<file path="src/rtl/wwdt_pkg.sv">
package wwdt_pkg;
  localparam int CNT_W       = 12;
  localparam int DATA_W      = 32;
  localparam int KEY_W       = 8;
  localparam logic [KEY_W-1:0] CMD_KEY = 8'hA5;
  localparam int GUARD_TICKS = 3;
  localparam int GUARD_W     = $clog2(GUARD_TICKS + 1);
  localparam logic [DATA_W-1:0] MODE_RST = 32'h3FFF_2FFF;

  // bit positions the software view depends on
  localparam int B_IRQ_EN  = 12;
  localparam int B_RST_EN  = 13;
  localparam int B_DIS     = 15;
  localparam int B_WDD     = 16;
  localparam int B_DBG_HLT = 28;
  localparam int B_IDL_HLT = 29;
  localparam int B_RESTART = 0;
  localparam int B_LOCK    = 1;

  typedef struct packed {
    logic             idle_hlt;
    logic             dbg_hlt;
    logic [CNT_W-1:0] wdd;
    logic             dis;
    logic             rst_en;
    logic             irq_en;
    logic [CNT_W-1:0] wdv;
  } mode_t;

  function automatic mode_t unpack_mode(input logic [DATA_W-1:0] d);
    mode_t m;
    m.idle_hlt = d[B_IDL_HLT];
    m.dbg_hlt  = d[B_DBG_HLT];
    m.wdd      = d[B_WDD +: CNT_W];
    m.dis      = d[B_DIS];
    m.rst_en   = d[B_RST_EN];
    m.irq_en   = d[B_IRQ_EN];
    m.wdv      = d[CNT_W-1:0];
    return m;
  endfunction
endpackage

</file>
<file path="src/rtl/wwdt_regs.sv">
module wwdt_regs
  import wwdt_pkg::*;
#(
  parameter int ADDR_W = 2
) (
  input  logic              clk_i,
  input  logic              rst_ni,
  input  logic              tick_i,
  input  logic              wr_en_i,
  input  logic [ADDR_W-1:0] wr_addr_i,
  input  logic [DATA_W-1:0] wr_data_i,
  input  logic              restart_ok_i,
  output mode_t             mode_o,
  output logic              restart_cmd_o,
  output logic              lock_o
);
  localparam logic [ADDR_W-1:0] A_CTRL = ADDR_W'(0);
  localparam logic [ADDR_W-1:0] A_MODE = ADDR_W'(1);

  mode_t              mode_q;
  logic               lock_q;
  logic [GUARD_W-1:0] guard_q;
  logic               key_ok, mode_we;

  assign key_ok  = wr_en_i && (wr_addr_i == A_CTRL) &&
                   (wr_data_i[DATA_W-1 -: KEY_W] == CMD_KEY);
  assign mode_we = wr_en_i && (wr_addr_i == A_MODE) && !lock_q && (guard_q == '0);
  assign restart_cmd_o = key_ok && wr_data_i[B_RESTART];

  always_ff @(posedge clk_i or negedge rst_ni) begin
    if (!rst_ni) begin
      mode_q  <= unpack_mode(MODE_RST);
      lock_q  <= 1'b0;
      guard_q <= '0;
    end else begin
      if (mode_we) mode_q <= unpack_mode(wr_data_i);
      if (key_ok && wr_data_i[B_LOCK]) lock_q <= 1'b1;
      // settle window after an accepted restart, counted in slow ticks
      if (restart_ok_i)                 guard_q <= GUARD_W'(GUARD_TICKS);
      else if (tick_i && guard_q != '0) guard_q <= guard_q - 1'b1;
    end
  end

  assign mode_o = mode_q;
  assign lock_o = lock_q;
endmodule

</file>
<file path="src/rtl/wwdt_core.sv">
module wwdt_core
  import wwdt_pkg::*;
(
  input  logic             clk_i,
  input  logic             rst_ni,
  input  logic             tick_i,
  input  logic             idle_i,
  input  logic             debug_i,
  input  mode_t            mode_i,
  input  logic             restart_cmd_i,
  output logic [CNT_W-1:0] cnt_o,
  output logic             restart_ok_o,
  output logic             unf_evt_o,
  output logic             err_evt_o
);
  logic [CNT_W-1:0] cnt_q;
  logic run, restart_en, in_win, step;

  assign run = !mode_i.dis && !(mode_i.idle_hlt && idle_i) &&
               !(mode_i.dbg_hlt && debug_i);
  assign restart_en   = restart_cmd_i && !mode_i.dis;
  assign in_win       = (cnt_q <= mode_i.wdd);
  assign restart_ok_o = restart_en && in_win;
  assign err_evt_o    = restart_en && !in_win;
  // a restart attempt owns the cycle; the tick is dropped
  assign step         = !restart_en && tick_i && run;
  assign unf_evt_o    = step && (cnt_q == '0);

  always_ff @(posedge clk_i or negedge rst_ni) begin
    if (!rst_ni)                  cnt_q <= unpack_mode(MODE_RST).wdv;
    else if (restart_ok_o)        cnt_q <= mode_i.wdv;
    else if (unf_evt_o)           cnt_q <= mode_i.wdv;
    else if (step)                cnt_q <= cnt_q - 1'b1;
  end

  assign cnt_o = cnt_q;
endmodule

</file>
<file path="src/rtl/wwdt_flags.sv">
module wwdt_flags
  import wwdt_pkg::*;
(
  input  logic  clk_i,
  input  logic  rst_ni,
  input  logic  unf_evt_i,
  input  logic  err_evt_i,
  input  logic  clr_i,
  input  mode_t mode_i,
  output logic  unf_o,
  output logic  err_o,
  output logic  rst_req_o,
  output logic  irq_o
);
  logic unf_q, err_q, any;

  always_ff @(posedge clk_i or negedge rst_ni) begin
    if (!rst_ni) begin
      unf_q <= 1'b0;
      err_q <= 1'b0;
    end else begin
      unf_q <= unf_evt_i || (unf_q && !clr_i);
      err_q <= err_evt_i || (err_q && !clr_i);
    end
  end

  assign any       = unf_q || err_q;
  assign rst_req_o = mode_i.rst_en && any;
  assign irq_o     = mode_i.irq_en && any;
  assign unf_o     = unf_q;
  assign err_o     = err_q;
endmodule

</file>
<file path="src/rtl/wwdt_top.sv">
module wwdt_top
  import wwdt_pkg::*;
#(
  parameter int ADDR_W = 2
) (
  input  logic              clk_i,
  input  logic              rst_ni,
  input  logic              tick_i,
  input  logic              wr_en_i,
  input  logic [ADDR_W-1:0] wr_addr_i,
  input  logic [DATA_W-1:0] wr_data_i,
  input  logic              stat_rd_i,
  input  logic              idle_i,
  input  logic              debug_i,
  output logic [CNT_W-1:0]  count_o,
  output logic              unf_flag_o,
  output logic              err_flag_o,
  output logic              wdt_rst_o,
  output logic              irq_o
);
  mode_t mode_q;
  logic  restart_cmd, restart_ok, unf_evt, err_evt, lock_q;

  wwdt_regs #(.ADDR_W(ADDR_W)) u_regs (
    .clk_i, .rst_ni, .tick_i, .wr_en_i, .wr_addr_i, .wr_data_i,
    .restart_ok_i (restart_ok),
    .mode_o       (mode_q),
    .restart_cmd_o(restart_cmd),
    .lock_o       (lock_q)
  );

  wwdt_core u_core (
    .clk_i, .rst_ni, .tick_i, .idle_i, .debug_i,
    .mode_i       (mode_q),
    .restart_cmd_i(restart_cmd),
    .cnt_o        (count_o),
    .restart_ok_o (restart_ok),
    .unf_evt_o    (unf_evt),
    .err_evt_o    (err_evt)
  );

  wwdt_flags u_flags (
    .clk_i, .rst_ni,
    .unf_evt_i(unf_evt),
    .err_evt_i(err_evt),
    .clr_i    (stat_rd_i),
    .mode_i   (mode_q),
    .unf_o    (unf_flag_o),
    .err_o    (err_flag_o),
    .rst_req_o(wdt_rst_o),
    .irq_o    (irq_o)
  );
endmodule

</file>
<file path="config.mk">
export PLATFORM = sky130hd
export DESIGN_NAME = wwdt_top
export DESIGN_NICKNAME = d
export VERILOG_FILES = /design/src/rtl/wwdt_pkg.sv /design/src/rtl/wwdt_regs.sv /design/src/rtl/wwdt_core.sv /design/src/rtl/wwdt_flags.sv /design/src/rtl/wwdt_top.sv
export SDC_FILE = /design/constraint.sdc
export NUM_CORES = 1
export LEC_CHECK = 0
export ABC_AREA = 1
export BUFFER_PORTS_ARGS = -buffer_cell sky130_fd_sc_hd__buf_2
export CORE_MARGIN = 2
export CORE_UTILIZATION = 55
export CTS_CLUSTER_SIZE = 12
export DETAILED_ROUTE_END_ITERATION = 12
export PLACE_DENSITY = 0.78
export SKIP_CTS_REPAIR_TIMING = 1
export SYNTH_ARGS = -nofsm -noshare
export SYNTH_HDL_FRONTEND = slang
export SYNTH_HIERARCHICAL = 1
export SYNTH_SLANG_ARGS = --single-unit
</file>
<file path="constraint.sdc">
create_clock -name clk_i -period 2.3 [get_ports clk_i]
set_input_delay 0.115 -clock clk_i [delete_from_list [all_inputs] [get_ports clk_i]]
set_output_delay 0.115 -clock clk_i [all_outputs]
set_load 0.01 [all_outputs]
</file>
==> reports/summary.txt, run 1 <==
==================================================================================================
Global-route wire length before repair                                                    12400 um
Placeable core area                                                                    0.00554 mm2
Clock transition time at the flip-flop clock pins of the worst setup and hold paths          90 ps
Part of the cycle the worst path needs                                                       0.923
Chip Width                                                                                   80 um
Achievable frequency                                                                       471 MHz
Layout filler cell count                                                                       518
Source-to-sink clock delay at the later pin of the worst-skew pair                          300 ps
CTS Buffer Depth                                                                                 2
Area of the die                                                                        0.00640 mm2
Nature of the critical path endpoint                                                     flip-flop
TritonCTS buffer count                                                                           5
Post-synthesis average cell area                                                          7.47 um2
Pre-CTS worst setup slack                                                                   126 ps
Half-perimeter wire length after detailed placement                                        5340 um
Final Worst Setup Slack                                                                     177 ps
Peak supply drop                                                                        0.000666 V
Arrival time at the worst endpoint                                                         2350 ps
Portion of the post-synthesis area used by sequential elements                               0.378
Number of DRC violations after detailed routing                                                  0
Worst min-delay path class                                                            input pin to flip-flop
Antenna violation net count after detailed routing                                               0
Root Buffer                                                                           sky130_fd_sc_hd__clkbuf_8
Yosys synthesis warning count                                                                    6
Data required time at the worst endpoint                                                   2530 ps
Floorplan row count                                                                             27
Post-synthesis instance area                                                           0.00318 mm2
Top cells by area, synth                                                              sky130_fd_sc_hd__dfstp_2, sky130_fd_sc_hd__nand2_1, sky130_fd_sc_hd__inv_1, sky130_fd_sc_hd__ha_1, sky130_fd_sc_hd__dfrtp_1
Antenna diode instance count                                                                     0
DRC violation total after the first TritonRoute iteration                                      179
Final cell count without fillers                                                               550
Via Count                                                                                     2875
Routed wirelength normalized by instance count                                             13.1 um
Placer's final routability congestion estimate                                               0.948
Placed cells                                                                                   541
Cell seen most often among critical-path stages                                       sky130_fd_sc_hd__nand2_1
Pin count of the biggest net entering global routing                                            33
Final worst clock skew                                                                     8.01 ps
Number of setup violations in the final report                                                   0
Worst Path Class, Setup                                                               flip-flop to flip-flop
Number of antenna violations at the first check in global routing                                0
Number of distinct library cells after synthesis                                                35
RSZ-0062 raised after global routing                                                            no
Placed cell areas                                                                      0.00346 mm2
Worst Setup Start Kind                                                                   flip-flop
Number of optimization iterations in the first detailed-route pass                               4
Layout-stage area growth over the synthesis result                                           13.2%
Post-route standard cell area excluding fillers                                        0.00359 mm2
Net count after synthesis                                                                      481
Ratio of cells with drive above 1 in the final layout                                        0.331
Outcome                                                                               finished clean
Max-slew violations                                                                              0
Total of flip-flops plus latches after synthesis                                                46
Number of standard cells after synthesis                                                       425
Number of failing hold endpoints at the final stage                                              0
Number of port buffers                                                                          55
Library cell contributing the largest single delay on the critical path               sky130_fd_sc_hd__dfstp_2
Starting density of the core                                                                 0.573
Clock period minus worst slack                                                             2120 ps
Max Fanout on Critical Path                                                                     26
Drt total wl                                                                               7230 um
Critical path's top delay family                                                      simple AND/OR/NAND/NOR gates
Per-cell via count in the routed design                                                       5.23
TNS Setup                                                                                     0 ps
Number of max-capacitance violations reported                                                    0
Tot GR Track Use                                                                             0.244
Largest area contributor in the synthesized netlist                                   sky130_fd_sc_hd__dfstp_2
Max stage delay on crit path                                                                540 ps
Clock tree from TritonCTS                                                                     done
Vias in the first global route                                                                2844
Sink Count                                                                                      46
H-tree levels                                                                                    2
Net count reported at finish                                                                   533
Share of the synthesized area in the top cell type                                           0.323
Hold_ws                                                                                    2.78 ps
PD cells                                                                                985 mW/mm2
IO Count                                                                                        57
CP Cell Sequence                                                                      inv_1, ha_1, a21oi_1, nor2_1, nor2_1, nand3_2, nand2_8, nand2_8, nand2_1, nand2_1, nand2_1, nand2_1
Gr ovfl total                                                                                    0
Bufs and invs on worst path                                                                      1
Actual slew at the worst max-slew pin                                                       700 ps
Worst slew slack as a fraction of its limit                                                  0.534
Leakage                                                                                    1.86 nW
Die extent in y                                                                              80 um
==================================================================================================
-- kinds of logic after synthesis --
group / after synthesis / share of synthesized area
and+or+nand+nor: 244 / 0.365
adders and majority gates: 15 / 0.0591
xor gates and xnor gates: 4 / 0.0110
AOI/OAI and AO/OA: 46 / 0.0835
buffers and inverters: 70 / 0.104
DFF: 46 / 0.378
-- where the power goes --
group | total (mW) | switching [mW] | internal (mW)
combinational | 1.83 | 1.14 | 0.686
sequential | 1.16 | 0.171 | 0.994
clock | 0.549 | 0.273 | 0.276
-- worst register-to-register path, cell delays in order (launching register included) --
cell and delay, ps:
sky130_fd_sc_hd__dfstp_2 540, sky130_fd_sc_hd__inv_1 40, sky130_fd_sc_hd__ha_1 300, sky130_fd_sc_hd__a21oi_1 190, sky130_fd_sc_hd__nor2_1 50, sky130_fd_sc_hd__nor2_1 140, sky130_fd_sc_hd__nand3_2 150, sky130_fd_sc_hd__nand2_8 160
sky130_fd_sc_hd__nand2_8 160, sky130_fd_sc_hd__nand2_1 110, sky130_fd_sc_hd__nand2_1 80, sky130_fd_sc_hd__nand2_1 70, sky130_fd_sc_hd__nand2_1 60
-- layout make-up --
| type | count | area (um2) | share of cell area |
|---|---|---|---|
| Clock inverter | 1 | 8.76 | 0.00244 |
| Inverter | 53 | 199 | 0.0553 |
| Tap cell | 72 | 90.1 | 0.0251 |
| Sequential cell | 46 | 1200 | 0.334 |
| Multi-Input combinational cell | 309 | 1670 | 0.465 |
| Timing Repair Buffer | 62 | 330 | 0.0919 |
| Clock buffer | 7 | 96.3 | 0.0268 |
-- worst paths after layout --
| check | from | end | slack, ps | depth (start not counted) |
|---|---|---|---|---|
| hold / removal | wr_data_i[7] | u_regs/mode_o[7] | 3 | 3 |
| setup / recovery | u_regs/mode_o[24] | u_core/cnt_o[5] | 180 | 12 |
| setup reg to reg | u_regs/mode_o[24] | u_core/cnt_o[5] | 180 | 12 |
| min in group asynchronous | rst_ni | u_regs/lock_o | 400 | 2 |
| hold reg to reg | u_regs/lock_o | u_regs/lock_o | 470 | 2 |
| max in group asynchronous | rst_ni | u_core/cnt_o[8] | 1170 | 3 |
-- registers in the layout (all words and copies together) (netlist names) --
signal and count:
u_core/cnt_o 12, u_regs/guard_q 2, u_flags/unf_o 1, u_flags/err_o 1, u_regs/lock_o 1, u_regs/mode_o 29
-- cell usage in the layout, fill, tap and decap left out, types with 2 or more instances in the layout --
cell type                    n
sky130_fd_sc_hd__nor2_4      4
sky130_fd_sc_hd__nand4_1     7
sky130_fd_sc_hd__buf_2      55
sky130_fd_sc_hd__nor2_2      4
sky130_fd_sc_hd__o21ai_1    10
sky130_fd_sc_hd__nand2_1   139
sky130_fd_sc_hd__xor2_1      2
sky130_fd_sc_hd__dfstp_2    39
sky130_fd_sc_hd__inv_2       2
sky130_fd_sc_hd__nand3_1    33
sky130_fd_sc_hd__nor2_1     21
sky130_fd_sc_hd__clkbuf_8    7
sky130_fd_sc_hd__nand2_2    22
sky130_fd_sc_hd__inv_1      51
sky130_fd_sc_hd__xnor2_1     2
sky130_fd_sc_hd__dfrtp_1     7
sky130_fd_sc_hd__nor3_1      2
sky130_fd_sc_hd__o21ai_0    22
sky130_fd_sc_hd__buf_4       6
sky130_fd_sc_hd__a21oi_1     4
sky130_fd_sc_hd__nand3_2     4
sky130_fd_sc_hd__nand2_8     3
sky130_fd_sc_hd__o21ai_2     8
sky130_fd_sc_hd__ha_1       15
-- routing by layer --
metal,wire length (um),track usage
met1,3280,0.306
met5,0,0
met3,388,0.0441
met4,59,0.0712
met2,3500,0.428
-- Yosys cell counts --
cell type                  instances
sky130_fd_sc_hd__nand2_4           1
sky130_fd_sc_hd__xor2_1            2
sky130_fd_sc_hd__nor2_2            4
sky130_fd_sc_hd__buf_12            1
sky130_fd_sc_hd__buf_1             1
sky130_fd_sc_hd__nand2_1         139
sky130_fd_sc_hd__nand4_2           1
sky130_fd_sc_hd__nor4_1            1
sky130_fd_sc_hd__nand2_8           1
sky130_fd_sc_hd__buf_4             4
sky130_fd_sc_hd__o31ai_1           1
sky130_fd_sc_hd__ha_1             15
sky130_fd_sc_hd__a21oi_1           4
sky130_fd_sc_hd__a21o_1            1
sky130_fd_sc_hd__nand3_2           4
sky130_fd_sc_hd__nand3b_1          1
sky130_fd_sc_hd__inv_2             2
sky130_fd_sc_hd__clkbuf_1          3
sky130_fd_sc_hd__dfstp_2          39
sky130_fd_sc_hd__nor2_1           21
sky130_fd_sc_hd__nand2_2          23
sky130_fd_sc_hd__buf_2             4
sky130_fd_sc_hd__dfrtp_1           7
sky130_fd_sc_hd__and3_4            1
sky130_fd_sc_hd__inv_1            51
sky130_fd_sc_hd__nand3_4           1
sky130_fd_sc_hd__buf_6             4
sky130_fd_sc_hd__nand4_1           7
sky130_fd_sc_hd__nor3_1            2
sky130_fd_sc_hd__nand3_1          33
sky130_fd_sc_hd__o21ai_1          10
sky130_fd_sc_hd__xnor2_1           2
sky130_fd_sc_hd__o21ai_0          22
sky130_fd_sc_hd__nor2_4            4
sky130_fd_sc_hd__o21ai_2           8
-- per-stage QoR --
step	utilization	total power, mW
floorplan	-	2.49
global placement	0.624	2.87
detailed placement	0.624	2.93
CTS	0.643	3.50
global route	0.649	3.84
finish	0.649	3.54
Power figures use the tool's default switching activity.
==> inputs of run 2 (changes only) <==
- MAX_ROUTING_LAYER: unset -> met4
==> reports/summary.txt, run 2 (synthesis gave the netlist of run 1 again) <==
==================================================================================================
Final worst clock skew                                                                     9.61 ps   +1.60 ps
Routed wirelength normalized by instance count                                             13.0 um   -1.1%
Start point of the worst min-delay path                                               wr_data_i[7]
Chip Width                                                                                   80 um   unchanged
Number of optimization iterations in the first detailed-route pass                               4   unchanged
Number of max-capacitance violations reported                                                    0   unchanged
Leakage                                                                                    1.87 nW   +0.70%
Data required time at the worst endpoint                                                   2540 ps   about the same
Leading cell types in the layout, fill and taps excluded                              sky130_fd_sc_hd__nand2_1, sky130_fd_sc_hd__buf_2, sky130_fd_sc_hd__inv_1
Global-route wire length before repair                                                    12700 um   +2.5%
Reg-to-Reg Start                                                                      u_regs/mode_o[22]
TNS Setup                                                                                     0 ps   unchanged
Die extent in y                                                                              80 um   unchanged
Root Buffer                                                                           sky130_fd_sc_hd__clkbuf_8
Worst Path Class, Setup                                                               flip-flop to flip-flop
Actual slew at the worst max-slew pin                                                       704 ps   +4.40 ps
Number of DRC violations after detailed routing                                                  0   unchanged
IO Count                                                                                        57   unchanged
Vias in the first global route                                                                2841   -0.11%
Nature of the critical path endpoint                                                     flip-flop
Number of failing hold endpoints at the final stage                                              0   unchanged
Layout-stage area growth over the synthesis result                                           13.6%
Number of antenna violations at the first check in global routing                                0   unchanged
Number of port buffers                                                                          55   unchanged
Antenna diode instance count                                                                     0   unchanged
Arrival time at the worst endpoint                                                         2370 ps   +20 ps
RSZ-0062 raised after global routing                                                            no
Gr ovfl total                                                                                    0   unchanged
H-tree levels                                                                                    2   unchanged
Clock tree from TritonCTS                                                                     done
Drt total wl                                                                               7200 um   -0.42%
Tot GR Track Use                                                                             0.259   +0.0150
Sink Count                                                                                      46   unchanged
Worst hold path endpoint                                                              u_regs/mode_o[7]
Number of cells on the worst hold path                                                           3   unchanged
TritonCTS buffer count                                                                           5   unchanged
Power consumption                                                                          3.53 mW   -0.36%
Max-slew violations                                                                              0   unchanged
DRC violation total after the first TritonRoute iteration                                      231   +29%
Placer's final routability congestion estimate                                               0.944   -0.43%
Final cell count without fillers                                                               554   +0.73%
Pre-CTS worst setup slack                                                                   241 ps   +115 ps
Starting density of the core                                                                 0.573   unchanged
Placeable core area                                                                    0.00554 mm2   unchanged
Achievable frequency                                                                       471 MHz   about the same
Ratio of cells with drive above 1 in the final layout                                        0.330   -0.000668
Pin count of the biggest net entering global routing                                            33   unchanged
Per-cell via count in the routed design                                                       5.15   -1.5%
Leading cell type in the layout, fill and taps excluded                               sky130_fd_sc_hd__nand2_1
Worst setup slack for register-to-register paths                                            180 ps   about the same
Net count reported at finish                                                                   537   +0.75%
Capture point of the worst reg-to-reg path                                            u_core/cnt_o[5]
Placed cells                                                                                   542   +0.18%
Number of setup violations in the final report                                                   0   unchanged
Half-perimeter wire length after detailed placement                                        5420 um   +1.4%
Layout filler cell count                                                                       517   -0.19%
Logic depth of the worst register-to-register path                                              13   +1
Worst min-delay path class                                                            input pin to flip-flop
Max reg flops                                                                                   29   unchanged
Max Fanout on Critical Path                                                                     26   unchanged
Final Worst Setup Slack                                                                     177 ps   +0.106 ps
Area of the die                                                                        0.00640 mm2   unchanged
Source-to-sink clock delay at the later pin of the worst-skew pair                          300 ps   about the same
Peak supply drop                                                                        0.000486 V   -27%
Clock transition time at the flip-flop clock pins of the worst setup and hold paths          90 ps   about the same
Part of the cycle the worst path needs                                                       0.923   about the same
Outcome                                                                               finished clean
Via Count                                                                                     2852   -0.80%
Antenna violation net count after detailed routing                                               0   unchanged
Floorplan row count                                                                             27   unchanged
CTS Buffer Depth                                                                                 2   unchanged
Worst Setup Start Kind                                                                   flip-flop
Clock period minus worst slack                                                             2120 ps   -0.106 ps
PD cells                                                                                977 mW/mm2   -0.77%
Worst slew slack as a fraction of its limit                                                  0.531   -0.00293
==================================================================================================
[run 2: layout make-up]
type | instances | area, um2 | area share
multi-input cells | 309 | 1650 | 0.456
flip-flops and latches | 46 | 1200 | 0.332
repair buffers | 66 | 368 | 0.102
inverters | 53 | 199 | 0.0551
clock buffers | 7 | 96.3 | 0.0267
well taps | 72 | 90.1 | 0.0250
clock inverters | 1 | 8.76 | 0.00243
[run 2: worst max-delay path, stage by stage, from the launching register on]
cell,delay (ps)
sky130_fd_sc_hd__dfstp_2,550
sky130_fd_sc_hd__inv_1,40
sky130_fd_sc_hd__ha_1,320
sky130_fd_sc_hd__nand2_1,70
sky130_fd_sc_hd__inv_1,40
sky130_fd_sc_hd__nand2_1,50
sky130_fd_sc_hd__nand2_1,80
sky130_fd_sc_hd__nand2_1,110
sky130_fd_sc_hd__nand3_2,100
sky130_fd_sc_hd__nand2_4,100
sky130_fd_sc_hd__nand2_8,120
sky130_fd_sc_hd__nand2_2,260
sky130_fd_sc_hd__nand2_1,130
sky130_fd_sc_hd__nand2_1,70
[run 2: worst max path at each step]
stage	start	endpoint	slack [ps]	cells after the start
finish	u_regs/mode_o[22]	u_core/cnt_o[5]	180	13
global route	u_regs/mode_o[20]	u_core/cnt_o[6]	60	13
CTS	u_regs/mode_o[22]	u_core/cnt_o[6]	210	13
detailed placement	u_regs/mode_o[22]	u_core/cnt_o[6]	240	13
global placement	u_regs/mode_o[26]	u_core/cnt_o[6]	310	12
floorplan	u_regs/mode_o[26]	u_regs/guard_q[0]	390	14
[run 2: power by group]
part	internal [mW]	switching (mW)
Sequential	0.994	0.174
Combinational	0.703	1.10
Clock	0.276	0.277
[run 2: per-layer routing]
layer,vias up,track usage,wire length [um]
met5,-,-,0
met4,0,0.0831,74
met3,6,0.0464,405
met2,83,0.420,3440
met1,1318,0.331,3280
li1,1445,-,-
[run 2: metrics by stage]
stage / area, um2 / hold WS (ps) / utilization
after floorplan: 3180 / -181 / -
after global placement: 3460 / 202 / 0.625
after detailed placement: 3460 / 211 / 0.625
after CTS: 3570 / -126 / 0.644
after global routing: 3610 / 4.55 / 0.652
final: 3610 / 2.96 / 0.652
